**src/rtl/nand_ecc_pkg.sv**
```systemverilog
package nand_ecc_pkg;

  typedef enum logic [1:0] {
    MODE_IDLE = 2'b00,
    MODE_ACC  = 2'b01,
    MODE_READ = 2'b10,
    MODE_CLR  = 2'b11
  } ecc_mode_e;

  localparam int SEG_AW    = 8;
  localparam int SEG_BYTES = 1 << SEG_AW;
  localparam int GRP_BYTES = 3;
  localparam int GRP_W     = 8 * GRP_BYTES;

  // read-out slot r of a group -> stored byte number (P1, P0, P2)
  function automatic int grp_slot(input int r);
    case (r)
      0:       return 1;
      1:       return 0;
      default: return 2;
    endcase
  endfunction

endpackage

```
**src/rtl/nand_ecc_col_par.sv**
```systemverilog
module nand_ecc_col_par (
  input  logic [7:0] d_i,
  output logic [5:0] col_o,
  output logic       par_o
);
  assign col_o[0] = d_i[0] ^ d_i[2] ^ d_i[4] ^ d_i[6];
  assign col_o[1] = d_i[1] ^ d_i[3] ^ d_i[5] ^ d_i[7];
  assign col_o[2] = d_i[0] ^ d_i[1] ^ d_i[4] ^ d_i[5];
  assign col_o[3] = d_i[2] ^ d_i[3] ^ d_i[6] ^ d_i[7];
  assign col_o[4] = ^d_i[3:0];
  assign col_o[5] = ^d_i[7:4];
  assign par_o    = ^d_i;
endmodule

```
**src/rtl/nand_ecc_seg_acc.sv**
```systemverilog
module nand_ecc_seg_acc
  import nand_ecc_pkg::*;
(
  input  logic              clk_i,
  input  logic              rst_ni,
  input  logic              clr_i,
  input  logic              en_i,
  input  logic [SEG_AW-1:0] idx_i,
  input  logic              par_i,
  input  logic [5:0]        col_i,
  output logic [GRP_W-1:0]  ecc_o
);
  localparam int LPW = 2 * SEG_AW;

  logic [LPW-1:0] lp_q, lp_d;
  logic [5:0]     cp_q;

  always_comb begin
    lp_d = lp_q;
    if (par_i) begin
      for (int k = 0; k < SEG_AW; k++) begin
        lp_d[2*k]   = lp_q[2*k]   ^ ~idx_i[k];
        lp_d[2*k+1] = lp_q[2*k+1] ^  idx_i[k];
      end
    end
  end

  always_ff @(posedge clk_i or negedge rst_ni) begin
    if (!rst_ni) begin
      lp_q <= '0;
      cp_q <= '0;
    end else if (clr_i) begin
      lp_q <= '0;
      cp_q <= '0;
    end else if (en_i) begin
      lp_q <= lp_d;
      cp_q <= cp_q ^ col_i;
    end
  end

  // byte2 = P2, byte1 = P1, byte0 = P0, all complemented
  assign ecc_o = {~{cp_q, 2'b00}, ~lp_q[15:8], ~lp_q[7:0]};

  assert_clear_R10: assert property (@(posedge clk_i) disable iff (!rst_ni)
    clr_i |=> ecc_o == {GRP_W{1'b1}});

  assert_hold_idle_R2: assert property (@(posedge clk_i) disable iff (!rst_ni)
    (!clr_i && !en_i) |=> $stable(ecc_o));

endmodule

```
**src/rtl/nand_ecc_readout.sv**
```systemverilog
module nand_ecc_readout
  import nand_ecc_pkg::*;
#(
  parameter int NUM_SEG = 2
) (
  input  logic                     clk_i,
  input  logic                     rst_ni,
  input  logic                     rd_mode_i,
  input  logic                     rd_i,
  input  logic [NUM_SEG*GRP_W-1:0] bytes_i,
  output logic [7:0]               ecc_o
);
  localparam int NBYTES = NUM_SEG * GRP_BYTES;
  localparam int PW     = $clog2(NBYTES + 1);

  logic [PW-1:0] ptr_q;
  logic [7:0]    sel;
  logic          in_range;

  assign in_range = ptr_q < PW'(NBYTES);

  always_comb begin
    sel = 8'hFF;
    for (int e = 0; e < NBYTES; e++) begin
      if (ptr_q == PW'(e))
        sel = bytes_i[(e / GRP_BYTES) * GRP_W + grp_slot(e % GRP_BYTES) * 8 +: 8];
    end
  end

  always_ff @(posedge clk_i or negedge rst_ni) begin
    if (!rst_ni) begin
      ptr_q <= '0;
      ecc_o <= 8'hFF;
    end else if (!rd_mode_i) begin
      ptr_q <= '0;
    end else if (rd_i) begin
      if (in_range) begin
        ecc_o <= sel;
        ptr_q <= ptr_q + 1'b1;
      end else begin
        ecc_o <= 8'hFF;
      end
    end
  end

  assert_ptr_home_R8: assert property (@(posedge clk_i) disable iff (!rst_ni)
    !rd_mode_i |=> ptr_q == '0);

  assert_past_end_R9: assert property (@(posedge clk_i) disable iff (!rst_ni)
    (rd_mode_i && rd_i && !in_range) |=> ecc_o == 8'hFF);

  assert_no_stray_R12: assert property (@(posedge clk_i) disable iff (!rst_ni)
    !(rd_mode_i && rd_i) |=> $stable(ecc_o));

  assert_ptr_bound_R9: assert property (@(posedge clk_i) disable iff (!rst_ni)
    ptr_q <= PW'(NBYTES));

endmodule

```
**src/rtl/nand_ecc_engine.sv**
```systemverilog
module nand_ecc_engine
  import nand_ecc_pkg::*;
#(
  parameter int NUM_SEG = 2
) (
  input  logic       clk_i,
  input  logic       rst_ni,
  input  logic [1:0] mode_i,
  input  logic       byte_vld_i,
  input  logic [7:0] byte_i,
  input  logic       rd_i,
  output logic [7:0] ecc_o
);
  localparam int SW = $clog2(NUM_SEG + 1);

  ecc_mode_e mode;
  assign mode = ecc_mode_e'(mode_i);

  logic [SEG_AW-1:0]        cnt_q;
  logic [SW-1:0]            seg_q;
  logic                     clr, acc_en;
  logic [5:0]               col;
  logic                     par;
  logic [NUM_SEG*GRP_W-1:0] all_bytes;

  assign clr    = (mode == MODE_CLR);
  assign acc_en = (mode == MODE_ACC) && byte_vld_i && (seg_q < SW'(NUM_SEG));

  always_ff @(posedge clk_i or negedge rst_ni) begin
    if (!rst_ni) begin
      cnt_q <= '0;
      seg_q <= '0;
    end else if (clr) begin
      cnt_q <= '0;
      seg_q <= '0;
    end else if (acc_en) begin
      cnt_q <= cnt_q + 1'b1;
      if (&cnt_q) seg_q <= seg_q + 1'b1;
    end
  end

  nand_ecc_col_par u_col (
    .d_i   (byte_i),
    .col_o (col),
    .par_o (par)
  );

  for (genvar g = 0; g < NUM_SEG; g++) begin : g_seg
    nand_ecc_seg_acc u_acc (
      .clk_i  (clk_i),
      .rst_ni (rst_ni),
      .clr_i  (clr),
      .en_i   (acc_en && (seg_q == SW'(g))),
      .idx_i  (cnt_q),
      .par_i  (par),
      .col_i  (col),
      .ecc_o  (all_bytes[g*GRP_W +: GRP_W])
    );
  end

  nand_ecc_readout #(.NUM_SEG(NUM_SEG)) u_rd (
    .clk_i     (clk_i),
    .rst_ni    (rst_ni),
    .rd_mode_i (mode == MODE_READ),
    .rd_i      (rd_i),
    .bytes_i   (all_bytes),
    .ecc_o     (ecc_o)
  );

  assert_seg_bound_R6: assert property (@(posedge clk_i) disable iff (!rst_ni)
    seg_q <= SW'(NUM_SEG));

  assert_seg_step_R6: assert property (@(posedge clk_i) disable iff (!rst_ni)
    (acc_en && (&cnt_q)) |=> (seg_q == $past(seg_q) + 1'b1) && (cnt_q == '0));

  assert_no_count_R2: assert property (@(posedge clk_i) disable iff (!rst_ni)
    (mode == MODE_IDLE || mode == MODE_READ) |=> $stable(cnt_q) && $stable(seg_q));

  assert_full_stop_R6: assert property (@(posedge clk_i) disable iff (!rst_ni)
    (seg_q == SW'(NUM_SEG) && !clr) |=> $stable(cnt_q) && $stable(seg_q));

endmodule

```
**config.mk**
```make
export PLATFORM = sky130hd
export DESIGN_NAME = nand_ecc_engine
export DESIGN_NICKNAME = d
export VERILOG_FILES = /design/src/rtl/nand_ecc_pkg.sv /design/src/rtl/nand_ecc_col_par.sv /design/src/rtl/nand_ecc_seg_acc.sv /design/src/rtl/nand_ecc_readout.sv /design/src/rtl/nand_ecc_engine.sv
export SDC_FILE = /design/constraint.sdc
export NUM_CORES = 1
export LEC_CHECK = 0
export ABC_CLOCK_PERIOD_IN_PS = 2500
export BUFFER_PORTS_ARGS = -buffer_cell sky130_fd_sc_hd__buf_2
export CAP_MARGIN = 20
export CORE_MARGIN = 4
export CORE_UTILIZATION = 45
export CTS_CLUSTER_DIAMETER = 100
export DETAILED_ROUTE_END_ITERATION = 7
export GPL_TIMING_DRIVEN = 0
export SLEW_MARGIN = 25
export SYNTH_ARGS = -nofsm -noshare
export SYNTH_HDL_FRONTEND = slang
export SYNTH_HIERARCHICAL = 1
export SYNTH_SLANG_ARGS = --single-unit
```
**constraint.sdc**
```tcl
create_clock -name clk_i -period 2.5 [get_ports clk_i]
set_input_delay 0.25 -clock clk_i [delete_from_list [all_inputs] [get_ports clk_i]]
set_output_delay 0.25 -clock clk_i [all_outputs]
set_load 0.02 [all_outputs]
```
=== After elaboration in Yosys (flattened, before gate mapping) ===
Index checks and enable logic that the tools add are counted.
W data, S select, Z words.

* Bits in registers: 65
* Bits of input ports: 14

* $add $sub $neg: 6
* Order comparisons: 2
* Equal/unequal tests: 11
* Shift-type cells: 6
* Muxes and demuxes: 31
* Bitwise logic cells: 60
* Reductions and logical operators: 20

{| class="wikitable"
|+ Operators with widths
! kind !! number
|-
| $shiftx A48 B32 Y8 || 6
|-
| $mux W29 || 6
|-
| $add A6 B32 Y32 const A || 3
|-
| $mux W16 || 6
|-
| $mux W8 || 9
|-
| $not A8 Y8 || 6
|-
| $xor A1 B1 Y1 || 44
|-
| $mux W6 || 4
|-
| $xor A6 B6 Y6 || 2
|-
| $reduce_and A2 Y1 || 5
|-
| $reduce_bool A2 Y1 || 5
|-
| $mux W3 || 3
|-
| $add A8 B1 Y8 const B || 1
|-
| $not A1 Y1 || 8
|-
| $reduce_and A8 Y1 || 1
|-
| $reduce_xor A4 Y1 || 2
|-
| $reduce_xor A8 Y1 || 1
|-
| $eq A3 B2 Y1 const B || 2
|-
| $eq A3 B3 Y1 const B || 2
|-
| $mux W2 || 3
|-
| $eq A2 B1 Y1 const B || 2
|-
| $eq A2 B2 Y1 const B || 2
|-
| $logic_and A1 B1 Y1 || 4
|-
| $ne A2 B2 Y1 const B || 2
|-
| 7 further kinds || 7
|}

=== Longest topological paths before layout ===
Gate-level depths: netlist of the first run.

* Depth in word-level cells: 10
* Gate-level depth with buffers: 8
* Mapped depth without buffers: 6

=== Hierarchy ===
The synthesis of the first run kept the hierarchy.

{| class="wikitable"
|+ By module, submodules not included
! module !! instances !! cells an instance !! area each (µm²) !! sequential area each (µm²)
|-
| nand_ecc_seg_acc || 2 || 138 || 1337.5 || 550.5
|-
| nand_ecc_readout || 1 || 113 || 939.7 || 285.3
|-
| nand_ecc_engine || 1 || 59 || 570.5 || 250.2
|-
| nand_ecc_col_par || 1 || 15 || 131.4 || 0.0
|}

=== Least setup slack after synthesis of the first run ===
No wires, ideal clock.

* Path kind: input -> register
* Start point: input port byte_i[1]
* End point: register g_seg[0].u_acc.lp_q[1]
* Setup time: 0.125 ns
* Data arrival time: 1.602 ns
* Path slack: 0.773 ns
* Stages on the path: 7
* Cells stage by stage: xor2_1 xnor2_1 xor2_1 buf_4 buf_6 nand3_1 mux2_4

* Longest elaborated chain between the ends: 3

{| class="wikitable"
|+ Ends and longest elaborated chain
! item !! line !! source
|-
| start: declaration || nand_ecc_engine.sv:10 || <nowiki>input logic [7:0] byte_i,</nowiki>
|-
| $reduce_xor A8 Y1 || nand_ecc_col_par.sv:12 || <nowiki>assign par_o = ^d_i;</nowiki>
|-
| net par || nand_ecc_engine.sv:23 || <nowiki>logic par;</nowiki>
|-
| $reduce_bool A2 Y1 (no source line) || -- ||
|-
| $reduce_and A2 Y1 (no source line) || -- ||
|-
| end signal: assignment || nand_ecc_seg_acc.sv:36 || <nowiki>lp_q <= lp_d;</nowiki>
|-
| end: declaration || nand_ecc_seg_acc.sv:15 || <nowiki>logic [LPW-1:0] lp_q, lp_d;</nowiki>
|}

The timed path passes the listed nets, and every way through them passes these cells.
A chain may end at the register's enable or synchronous reset.

=== Worst setup path in the final report of the first run ===
* Start point: register u_rd.ptr_q[1]
* End point: register u_rd.ecc_o[7]

* Longest elaborated chain between the ends: 8
* Elaborated cells between the ends (all ways): 14

{| class="wikitable"
|+ Ends and longest elaborated chain
! item !! line !! source
|-
| start: declaration || nand_ecc_readout.sv:16 || <nowiki>logic [PW-1:0] ptr_q;</nowiki>
|-
| start signal: assignment || nand_ecc_readout.sv:39 || <nowiki>ptr_q <= ptr_q + 1'b1;</nowiki>
|-
| $logic_not A3 Y1 || nand_ecc_readout.sv:25 || <nowiki>if (ptr_q == PW'(e))</nowiki>
|-
| $mux W8 (6 in a row) || nand_ecc_readout.sv:25 ||
|-
| $mux W8 * || nand_ecc_readout.sv:37 || <nowiki>if (in_range) begin</nowiki>
|-
| end signal: assignment || nand_ecc_readout.sv:38 || <nowiki>ecc_o <= sel;</nowiki>
|-
| end: declaration || nand_ecc_readout.sv:11 || <nowiki>output logic [7:0] ecc_o</nowiki>
|}

Every way passes the cells marked *; elsewhere a longest branch is shown, timed or not.

==> results.sh, run 1 <==
export IMPL_status="finished, final reports clean"
export IMPL_final_nets=521
export IMPL_yosysMostFrequentCell="inv_1"
export IMPL_die_y_um=106
export IMPL_clock_path_buffers=2
export IMPL_maxCapViolations=0
export IMPL_max_vdd_ir_drop_mv=0.264
export IMPL_p_leak_nw=2.10
export IMPL_root_buffer="clkbuf_8"
export IMPL_synthFlopType="dfrtp_1"
export IMPL_hold_violations=0
export IMPL_grt_pass1_wl_um=16600
export IMPL_cp_start_kind="flop"
export IMPL_dp_hpwl_um=7210
export IMPL_fmax_mhz=470
export IMPL_finClkSkew_ps=11.5
export IMPL_drtIter0Drc=186
export IMPL_critPathArrivalTime_ps=2400
export IMPL_combinationalPowerShare=0.192
export IMPL_holdBufCountCts=1
export IMPL_antenna_found_initial=0
export IMPL_hold_slack_ps=185
export IMPL_p_per_area_mw_per_mm2=567
export IMPL_routed_via_density=5.14
export IMPL_area_growth_pct=12.5
export IMPL_tightest_slew_ps=503
export IMPL_internal_power_mw=2.00
export IMPL_relSlewSlack=0.662
export IMPL_fillers=870
export IMPL_crit_family="compound AO/OA/AOI/OAI gates"
export IMPL_slew_viol_final=0
export IMPL_drc=0
export IMPL_setup_worst_path_class="flop to flop"
export IMPL_critPathMaxStageDelay_ps=450
export IMPL_dr_pass1_iters=4
export IMPL_switching_share=0.274
export IMPL_cts_setup_buffers=0
export IMPL_track_usage=0.187
export IMPL_seq_power_share=0.427
export IMPL_timing_critical_path_buf_inv=2
export IMPL_finalSetupTns_ps=0
export IMPL_grt_pass1_vias=3353
export IMPL_synth_top_cells_by_count="inv_1 (59), dfrtp_1 (57), nor2_1 (40), nor2b_1 (39), a21oi_1 (28)"
export IMPL_clkSlewWorstSetupHoldPaths_ps=70
export IMPL_row_count=35
export IMPL_cts_resized=0
export IMPL_yosys_warnings=6
export IMPL_wl_per_cell_um=15.7
export IMPL_ys_types=44
export IMPL_mappedNetlistArea_sq_mm=0.00432
export IMPL_ys_async_sr_fraction=1.00
export IMPL_clk_latency_ps=340
export IMPL_io_pins=22
export IMPL_yosys_area_top_type_share=0.330
export IMPL_overflow=0
export IMPL_start_util=0.465
export IMPL_postRouteAntennaNets=0
export IMPL_post_route_min_period_ps=2130
export IMPL_drive_gt1_frac=0.242
export IMPL_vias=3252
export IMPL_port_buffers=21
export IMPL_critical_path_required_ps=2770
export IMPL_post_route_period_util=0.851
export IMPL_grt_setup_unrepaired="no"
export IMPL_grt_max_degree=39
export IMPL_synth_edf_count=0
export IMPL_avgSynthCellArea_sq_um=9.32
export IMPL_hold_class="input port to flop"
export IMPL_ys_ff_latch=65
export IMPL_antenna_cells=0
export IMPL_p_switching_uw=753
export IMPL_core_sq_mm=0.00928
export IMPL_dieArea_sq_mm=0.0112
export IMPL_setup_viol=0
export IMPL_cts_tree="done"
export IMPL_regArea_sq_mm=0.00164
export IMPL_cts_sinks=65
export IMPL_synthCells=463
export IMPL_gp_congestion=0.771
export IMPL_cp_end_kind="flop"
export IMPL_synth_area_leaders="dfrtp_1 (33%), nor2b_1 (5.7%), mux2_4 (5.6%), inv_1 (5.1%), dfstp_2 (4.9%)"
export IMPL_die_w_um=106
export IMPL_cts_buffers=9
export IMPL_seq_area_frac_synth=0.379
export IMPL_multi_input_area_sq_mm=0.00222
export IMPL_cp_slowest_cell="dfrtp_1"
export IMPL_h_tree_depth=3
export IMPL_crit_chain="inv_1, ha_1, buf_2, nor3b_1, o311ai_1, a221oi_1, nor2_1"
export IMPL_p_clk_frac=0.382
export IMPL_yosysTopAreaCell="dfrtp_1"
export IMPL_cp_max_fo=10
export IMPL_finalWirelength_um=9910
[kinds of logic (layout without fill, tap and decap cells)]
kind of cell | after synthesis | after routing | share of synthesized area
compound gates | 76 | 76 | 0.121
xor+xnor | 16 | 16 | 0.0325
mux | 33 | 33 | 0.0997
buf+inv | 89 | 128 | 0.109
flops | 65 | 65 | 0.379
other cells | 2 | 4 | 0.00174
simple gates | 174 | 174 | 0.234
fa+ha+maj | 8 | 8 | 0.0232
[path summary, 6_finish.rpt]
path / from / endpoint / cells past startpoint / slack, ps
max: u_rd/ptr_q[1] / u_rd/ecc_o[7] / 7 / 370
min in group asynchronous: rst_ni / g_seg[0].u_acc/cp_q[2] / 2 / 380
min: rd_i / u_rd/ptr_q[1] / 3 / 180
max in group asynchronous: rst_ni / u_rd/ecc_o[4] / 3 / 1510
min reg2reg: g_seg[1].u_acc/cp_q[4] / u_rd/ecc_o[6] / 3 / 560
max reg2reg: u_rd/ptr_q[1] / u_rd/ecc_o[7] / 7 / 370
[worst min-delay path: stages]
cell      delay (ps)
buf_2            110
nand2_1           60
a21boi_0          70
[stage by stage]
| stage | total power, mW | utilization | setup slack [ps] | cells | area [sq um] |
|---|---|---|---|---|---|
| after floorplan | 1.56 | - | 773 | 465 | 4320 |
| after global placement | 1.70 | 0.494 | 265 | 615 | 4590 |
| after detailed placement | 1.72 | 0.497 | 271 | 616 | 4610 |
| after CTS | 2.79 | 0.523 | 415 | 633 | 4860 |
| after global routing | 2.89 | 0.523 | 248 | 633 | 4860 |
| final | 2.75 | 0.523 | 373 | 633 | 4860 |
[per-layer routing]
metal,vias up,track usage,part of all wire
met5,-,0,0
met4,0,0.0638,0.012
met3,8,0.0364,0.027
met2,44,0.294,0.47
met1,1582,0.260,0.49
li1,1618,-,-
[layout by cell type (no fill, tap or decap), types with 3 or more instances in the layout]
master,instances
xor2_1,6
dfstp_2,8
and2_1,6
a21bo_2,12
o311ai_1,8
nor2_1,40
ha_1,8
buf_8,3
buf_2,29
a221oi_1,8
mux2_4,16
a21oi_1,28
dfrtp_1,57
o22ai_1,8
nor2b_1,39
clkbuf_8,12
buf_4,11
nand3_1,20
inv_1,59
or3_1,3
conb_1,4
nand3b_1,26
xnor2_1,10
mux2_2,16
nand2_1,16
nand4_1,4
buf_6,5
nor3b_1,8
o21ai_0,8
[sequential cells by signal, indices dropped and copies added, names as in the netlist]
register          cells
seg_q                 2
u_rd/ecc_o            8
g_seg.u_acc/cp_q     12
cnt_q                 8
g_seg.u_acc/lp_q     32
u_rd/ptr_q            3
[area by class of cell]
type	instances	area share
multi-input combinational	311	0.457
sequential	65	0.337
buffer	29	0.0505
inverter	60	0.0464
clock buffer	14	0.0356
tap	129	0.0332
timing repair buffer	23	0.0283
clock inverter	2	0.0124
[power by group through the flow]
stage / Clock (mW) / Combinational, mW / Sequential, mW
after global placement: 0 / 0.513 / 1.19
final: 1.05 / 0.528 / 1.17
after CTS: 1.08 / 0.531 / 1.17
after global routing: 1.13 / 0.579 / 1.18
after detailed placement: 0 / 0.528 / 1.19
after floorplan: 0 / 0.362 / 1.20
Power figures use the tool's default switching activity.
==> run 2, diff against run 1 <==
Settings changed: CORE_ASPECT_RATIO from default to 0.5.
==> results.sh, run 2 (synthesized netlist as in run 1, its figures left out) <==
export IMPL_critPathMaxStageDelay_ps=450
export IMPL_drtIter0Drc=328
export IMPL_vias=3265
export IMPL_combinationalPowerShare=0.175
export IMPL_hold_class="input port to flop"
export IMPL_die_y_um=77.3
export IMPL_cts_buffers=9
export IMPL_antenna_found_initial=0
export IMPL_timing_critical_path_buf_inv=1
export IMPL_cp_end_kind="flop"
export IMPL_fillers=810
export IMPL_grt_setup_unrepaired="no"
export IMPL_drive_gt1_frac=0.244
export IMPL_track_usage=0.189
export IMPL_p_clk_frac=0.436
export IMPL_final_core_util=0.547
export IMPL_cts_tree="done"
export IMPL_dr_pass1_iters=5
export IMPL_final_common_cell="inv_1"
export IMPL_cts_resized=0
export IMPL_port_buffers=21
export IMPL_hold_violations=0
export IMPL_maxCapViolations=0
export IMPL_regMostFlops="g_seg.u_acc/lp_q"
export IMPL_clk_latency_ps=330
export IMPL_routed_via_density=5.26
export IMPL_tightest_slew_ps=591
export IMPL_gp_congestion=0.778
export IMPL_p_per_area_mw_per_mm2=617
export IMPL_finClkSkew_ps=3.65
export IMPL_die_w_um=147
export IMPL_post_route_min_period_ps=2090
export IMPL_crit_top_cell="ha_1"
export IMPL_setup_worst_path_class="flop to flop"
export IMPL_critPathArrivalTime_ps=2340
export IMPL_p_leak_nw=2.14
export IMPL_cp_slowest_cell="dfrtp_1"
export IMPL_status="finished, final reports clean"
export IMPL_core_sq_mm=0.00901
export IMPL_area_growth_pct=14.1
export IMPL_cp_max_fo=9
export IMPL_h_tree_depth=3
export IMPL_mostFrequentLayoutCells="inv_1 (59), dfrtp_1 (57), nor2_1 (40)"
export IMPL_switching_share=0.269
export IMPL_cp_start_kind="flop"
export IMPL_reg_top3="g_seg.u_acc/lp_q (32), g_seg.u_acc/cp_q (12)"
export IMPL_crit_family="compound AO/OA/AOI/OAI gates"
export IMPL_clkSlewWorstSetupHoldPaths_ps=50
export IMPL_grt_max_degree=42
export IMPL_root_buffer="clkbuf_16"
export IMPL_grt_pass1_wl_um=16700
export IMPL_placed_area_sq_mm=0.00461
export IMPL_finalSetupTns_ps=0
export IMPL_final_nets=521
export IMPL_cts_sinks=65
export IMPL_postLayoutCellArea_sq_mm=0.00493
export IMPL_critical_path_required_ps=2750
export IMPL_overflow=0
export IMPL_internal_power_mw=2.22
export IMPL_largest_reg_flops=32
export IMPL_holdBufCountCts=1
export IMPL_max_vdd_ir_drop_mv=0.297
export IMPL_antenna_cells=0
export IMPL_start_util=0.479
export IMPL_dp_hpwl_um=7250
export IMPL_fmax_mhz=478
export IMPL_setup_viol=0
export IMPL_dieArea_sq_mm=0.0113
export IMPL_seq_power_share=0.388
export IMPL_crit_chain="ha_1, ha_1, buf_8, nor2_2, o311ai_1, a221oi_1, nor2_1"
export IMPL_wl_per_cell_um=16.5
export IMPL_relSlewSlack=0.603
export IMPL_post_route_period_util=0.836
export IMPL_dp_cells=604
export IMPL_io_pins=22
export IMPL_cts_setup_buffers=0
export IMPL_p_total_mw=3.04
export IMPL_drc=0
export IMPL_p_switching_uw=817
export IMPL_finalWirelength_um=10200
export IMPL_finalNonFillerCells=621
export IMPL_clock_path_buffers=2
export IMPL_row_count=24
export IMPL_grt_pass1_vias=3081
export IMPL_slew_viol_final=0
export IMPL_postRouteAntennaNets=0
[run 2: final timing paths]
check / slack [ps] / depth (start not counted) / end / start
worst max-delay path: 410 / 7 / u_rd/ecc_o[1] / u_rd/ptr_q[1]
worst min-delay path: 200 / 3 / u_rd/ptr_q[1] / rd_i
worst max register to register: 410 / 7 / u_rd/ecc_o[1] / u_rd/ptr_q[1]
worst min register to register: 550 / 2 / g_seg[1].u_acc/cp_q[5] / g_seg[1].u_acc/cp_q[5]
max in group asynchronous: 1510 / 3 / u_rd/ecc_o[7] / rst_ni
min in group asynchronous: 380 / 2 / cnt_q[7] / rst_ni
[run 2: worst min-delay path, delay by kind of cell]
family	cells	cell delay (ps)
and+or+nand+nor	1	50
buffers and inverters	1	110
AOI/OAI and AO/OA	1	70
[run 2: metrics by stage]
stage | hold slack, ps | worst slack (ps)
after detailed placement | 200 | 178
after floorplan | -45.6 | 773
final | 196 | 409
after CTS | 179 | 448
after global routing | 200 | 318
after global placement | 537 | 179
[run 2: power by group through the flow]
stage / Sequential [mW] / Combinational [mW] / Clock, mW
CTS: 1.18 / 0.532 / 1.37
global route: 1.19 / 0.581 / 1.41
global placement: 1.19 / 0.517 / 0
floorplan: 1.20 / 0.362 / 0
detailed placement: 1.20 / 0.529 / 0
finish: 1.18 / 0.533 / 1.33
[run 2: cell type report]
| cell class | count | area [sq um] | area share |
|---|---|---|---|
| multi-input combinational | 311 | 2220 | 0.450 |
| clock inverter | 6 | 82.6 | 0.0168 |
| tap | 117 | 146 | 0.0297 |
| timing repair buffer | 23 | 145 | 0.0295 |
| clock buffer | 10 | 229 | 0.0465 |
| buffer | 29 | 245 | 0.0498 |
| inverter | 60 | 225 | 0.0457 |
| sequential | 65 | 1640 | 0.332 |
[run 2: metal layers]
layer	wire, um	track usage	vias up
met5	0	0	-
met1	5460	0.298	1554
met2	4030	0.254	84
li1	-	-	1620
met4	82	0.0507	0
met3	646	0.0406	7
==> run 3, diff against run 2 <==
Settings changed: ABC_CLOCK_PERIOD_IN_PS 2500 to 1700.
Clock period 2.5 ns to 1.7 ns, I/O delays scaled along.
==> results.sh, run 3 (synthesized netlist as in run 1, its figures left out) <==
export IMPL_slew_viol_final=0
export IMPL_final_nets=539
export IMPL_crit_family="compound AO/OA/AOI/OAI gates"
export IMPL_fillers=745
export IMPL_fmax_mhz=580
export IMPL_combinationalPowerShare=0.201
export IMPL_antenna_found_initial=0
export IMPL_p_per_area_mw_per_mm2=841
export IMPL_post_route_min_period_ps=1720
export IMPL_clkSlewWorstSetupHoldPaths_ps=60
export IMPL_final_core_util=0.612
export IMPL_hold_violations=0
export IMPL_critPathMaxStageDelay_ps=440
export IMPL_grt_pass1_vias=3257
export IMPL_antenna_cells=0
export IMPL_gp_congestion=0.778
export IMPL_grt_setup_unrepaired="yes"
export IMPL_row_count=24
export IMPL_final_common_cell="inv_1"
export IMPL_p_switching_mw=1.27
export IMPL_p_leak_nw=2.33
export IMPL_max_vdd_ir_drop_mv=0.446
export IMPL_drive_gt1_frac=0.354
export IMPL_cp_end_kind="flop"
export IMPL_setup_worst_path_class="flop to flop"
export IMPL_grt_max_degree=42
export IMPL_start_util=0.479
export IMPL_hold_class="input port to flop"
export IMPL_drc=0
export IMPL_timing_critical_path_buf_inv=1
export IMPL_h_tree_depth=3
export IMPL_setup_viol=1
export IMPL_status="finished, violations left"
export IMPL_clk_latency_ps=330
export IMPL_cp_start_kind="flop"
export IMPL_finalWirelength_um=11100
export IMPL_regMostFlops="g_seg.u_acc/lp_q"
export IMPL_wl_per_cell_um=17.4
export IMPL_post_route_period_util=1.01
export IMPL_dp_hpwl_um=7250
export IMPL_dieArea_sq_mm=0.0113
export IMPL_port_buffers=21
export IMPL_area_growth_pct=27.6
export IMPL_internal_power_mw=3.36
export IMPL_largest_reg_flops=32
export IMPL_die_w_um=147
export IMPL_core_sq_mm=0.00901
export IMPL_reg_top3="g_seg.u_acc/lp_q (32), g_seg.u_acc/cp_q (12)"
export IMPL_p_clk_frac=0.424
export IMPL_switching_share=0.275
export IMPL_seq_power_share=0.375
export IMPL_postRouteAntennaNets=0
export IMPL_fin_ws_ps=-23.3
export IMPL_track_usage=0.198
export IMPL_vias=3389
export IMPL_cp_max_fo=7
export IMPL_critical_path_required_ps=1950
export IMPL_grt_pass1_wl_um=17600
export IMPL_io_pins=22
export IMPL_cts_tree="done"
export IMPL_cts_buffers=9
export IMPL_overflow=0
export IMPL_dr_pass1_iters=4
export IMPL_cts_sinks=65
export IMPL_crit_chain="ha_2, ha_4, nor2_4, buf_12, o311ai_2, a221oi_2, nor2_1"
export IMPL_critPathArrivalTime_ps=1980
export IMPL_cp_slowest_cell="dfrtp_2"
export IMPL_die_y_um=77.3
export IMPL_mostFrequentLayoutCells="inv_1 (56), dfrtp_1 (54), nor2_1 (40)"
export IMPL_maxCapViolations=0
export IMPL_clock_path_buffers=2
export IMPL_violations="setup timing"
export IMPL_finClkSkew_ps=6.09
export IMPL_routed_via_density=5.30
export IMPL_root_buffer="clkbuf_16"
export IMPL_hold_slack_ps=118
export IMPL_drtIter0Drc=254
export IMPL_pre_cts_ws_ps=-542
run 3: cell count changes in the layout (fill, tap and decap cells not counted), sizes merged:
cell and change:
clkbuf +2, buf +16
run 3: tightest hold or removal path, cell delays in order:
cell	delay [ps]
buf_2	110
nand2_1	60
a21boi_0	70
run 3: repair_timing:
item,4_1_cts,5_1_grt
pin swaps,11,14
setup endpoints to repair,40,49
gates cloned,0,2
setup buffers,13,6
resized for setup,46,26
hold buffers,1,0
hold endpoints to repair,24,0
run 3: worst paths after layout:
check,from,end,slack [ps],cells past startpoint
setup / recovery,u_rd/ptr_q[0],u_rd/ecc_o[6],-20,7
hold / removal,rd_i,u_rd/ptr_q[1],120,3
setup reg to reg,u_rd/ptr_q[0],u_rd/ecc_o[6],-20,7
hold reg to reg,g_seg[1].u_acc/cp_q[5],g_seg[1].u_acc/cp_q[5],550,2
max in group asynchronous,rst_ni,u_rd/ecc_o[7],800,3
min in group asynchronous,rst_ni,cnt_q[7],300,2
run 3: layer usage:
layer | wire (um) | vias up | GRT usage
li1 | - | 1655 | -
met1 | 5750 | 1632 | 0.299
met2 | 4620 | 87 | 0.280
met3 | 641 | 15 | 0.0471
met4 | 111 | 0 | 0.0563
met5 | 0 | - | 0
run 3: per-stage QoR:
stage	TNS, ps	cells	power, mW	cell area (sq um)
3_5_place_dp	-16110	604	2.54	4610
2_1_floorplan	0	465	2.29	4320
6_report	-23.3	639	4.63	5510
5_1_grt	-186	639	4.83	5510
4_1_cts	-2.69	633	4.60	5290
3_3_place_gp	-16160	603	2.52	4580
run 3: area by class of cell:
class                      instances  area [sq um]  share of cell area
sequential                        65          1640               0.298
tap                              117           146              0.0266
multi-input combinational        311          2570               0.466
clock buffer                      10           229              0.0416
buffer                            26           230              0.0418
inverter                          60           225              0.0409
timing repair buffer              44           388              0.0704
clock inverter                     6          82.6              0.0150
run 3: power groups by stage:
| stage | Sequential (mW) | Clock [mW] | Combinational, mW |
|---|---|---|---|
| 2_1_floorplan | 1.76 | 0 | 0.533 |
| 3_3_place_gp | 1.76 | 0 | 0.760 |
| 3_5_place_dp | 1.76 | 0 | 0.778 |
| 4_1_cts | 1.74 | 2.01 | 0.851 |
| 5_1_grt | 1.75 | 2.07 | 1.01 |
| 6_report | 1.74 | 1.96 | 0.932 |
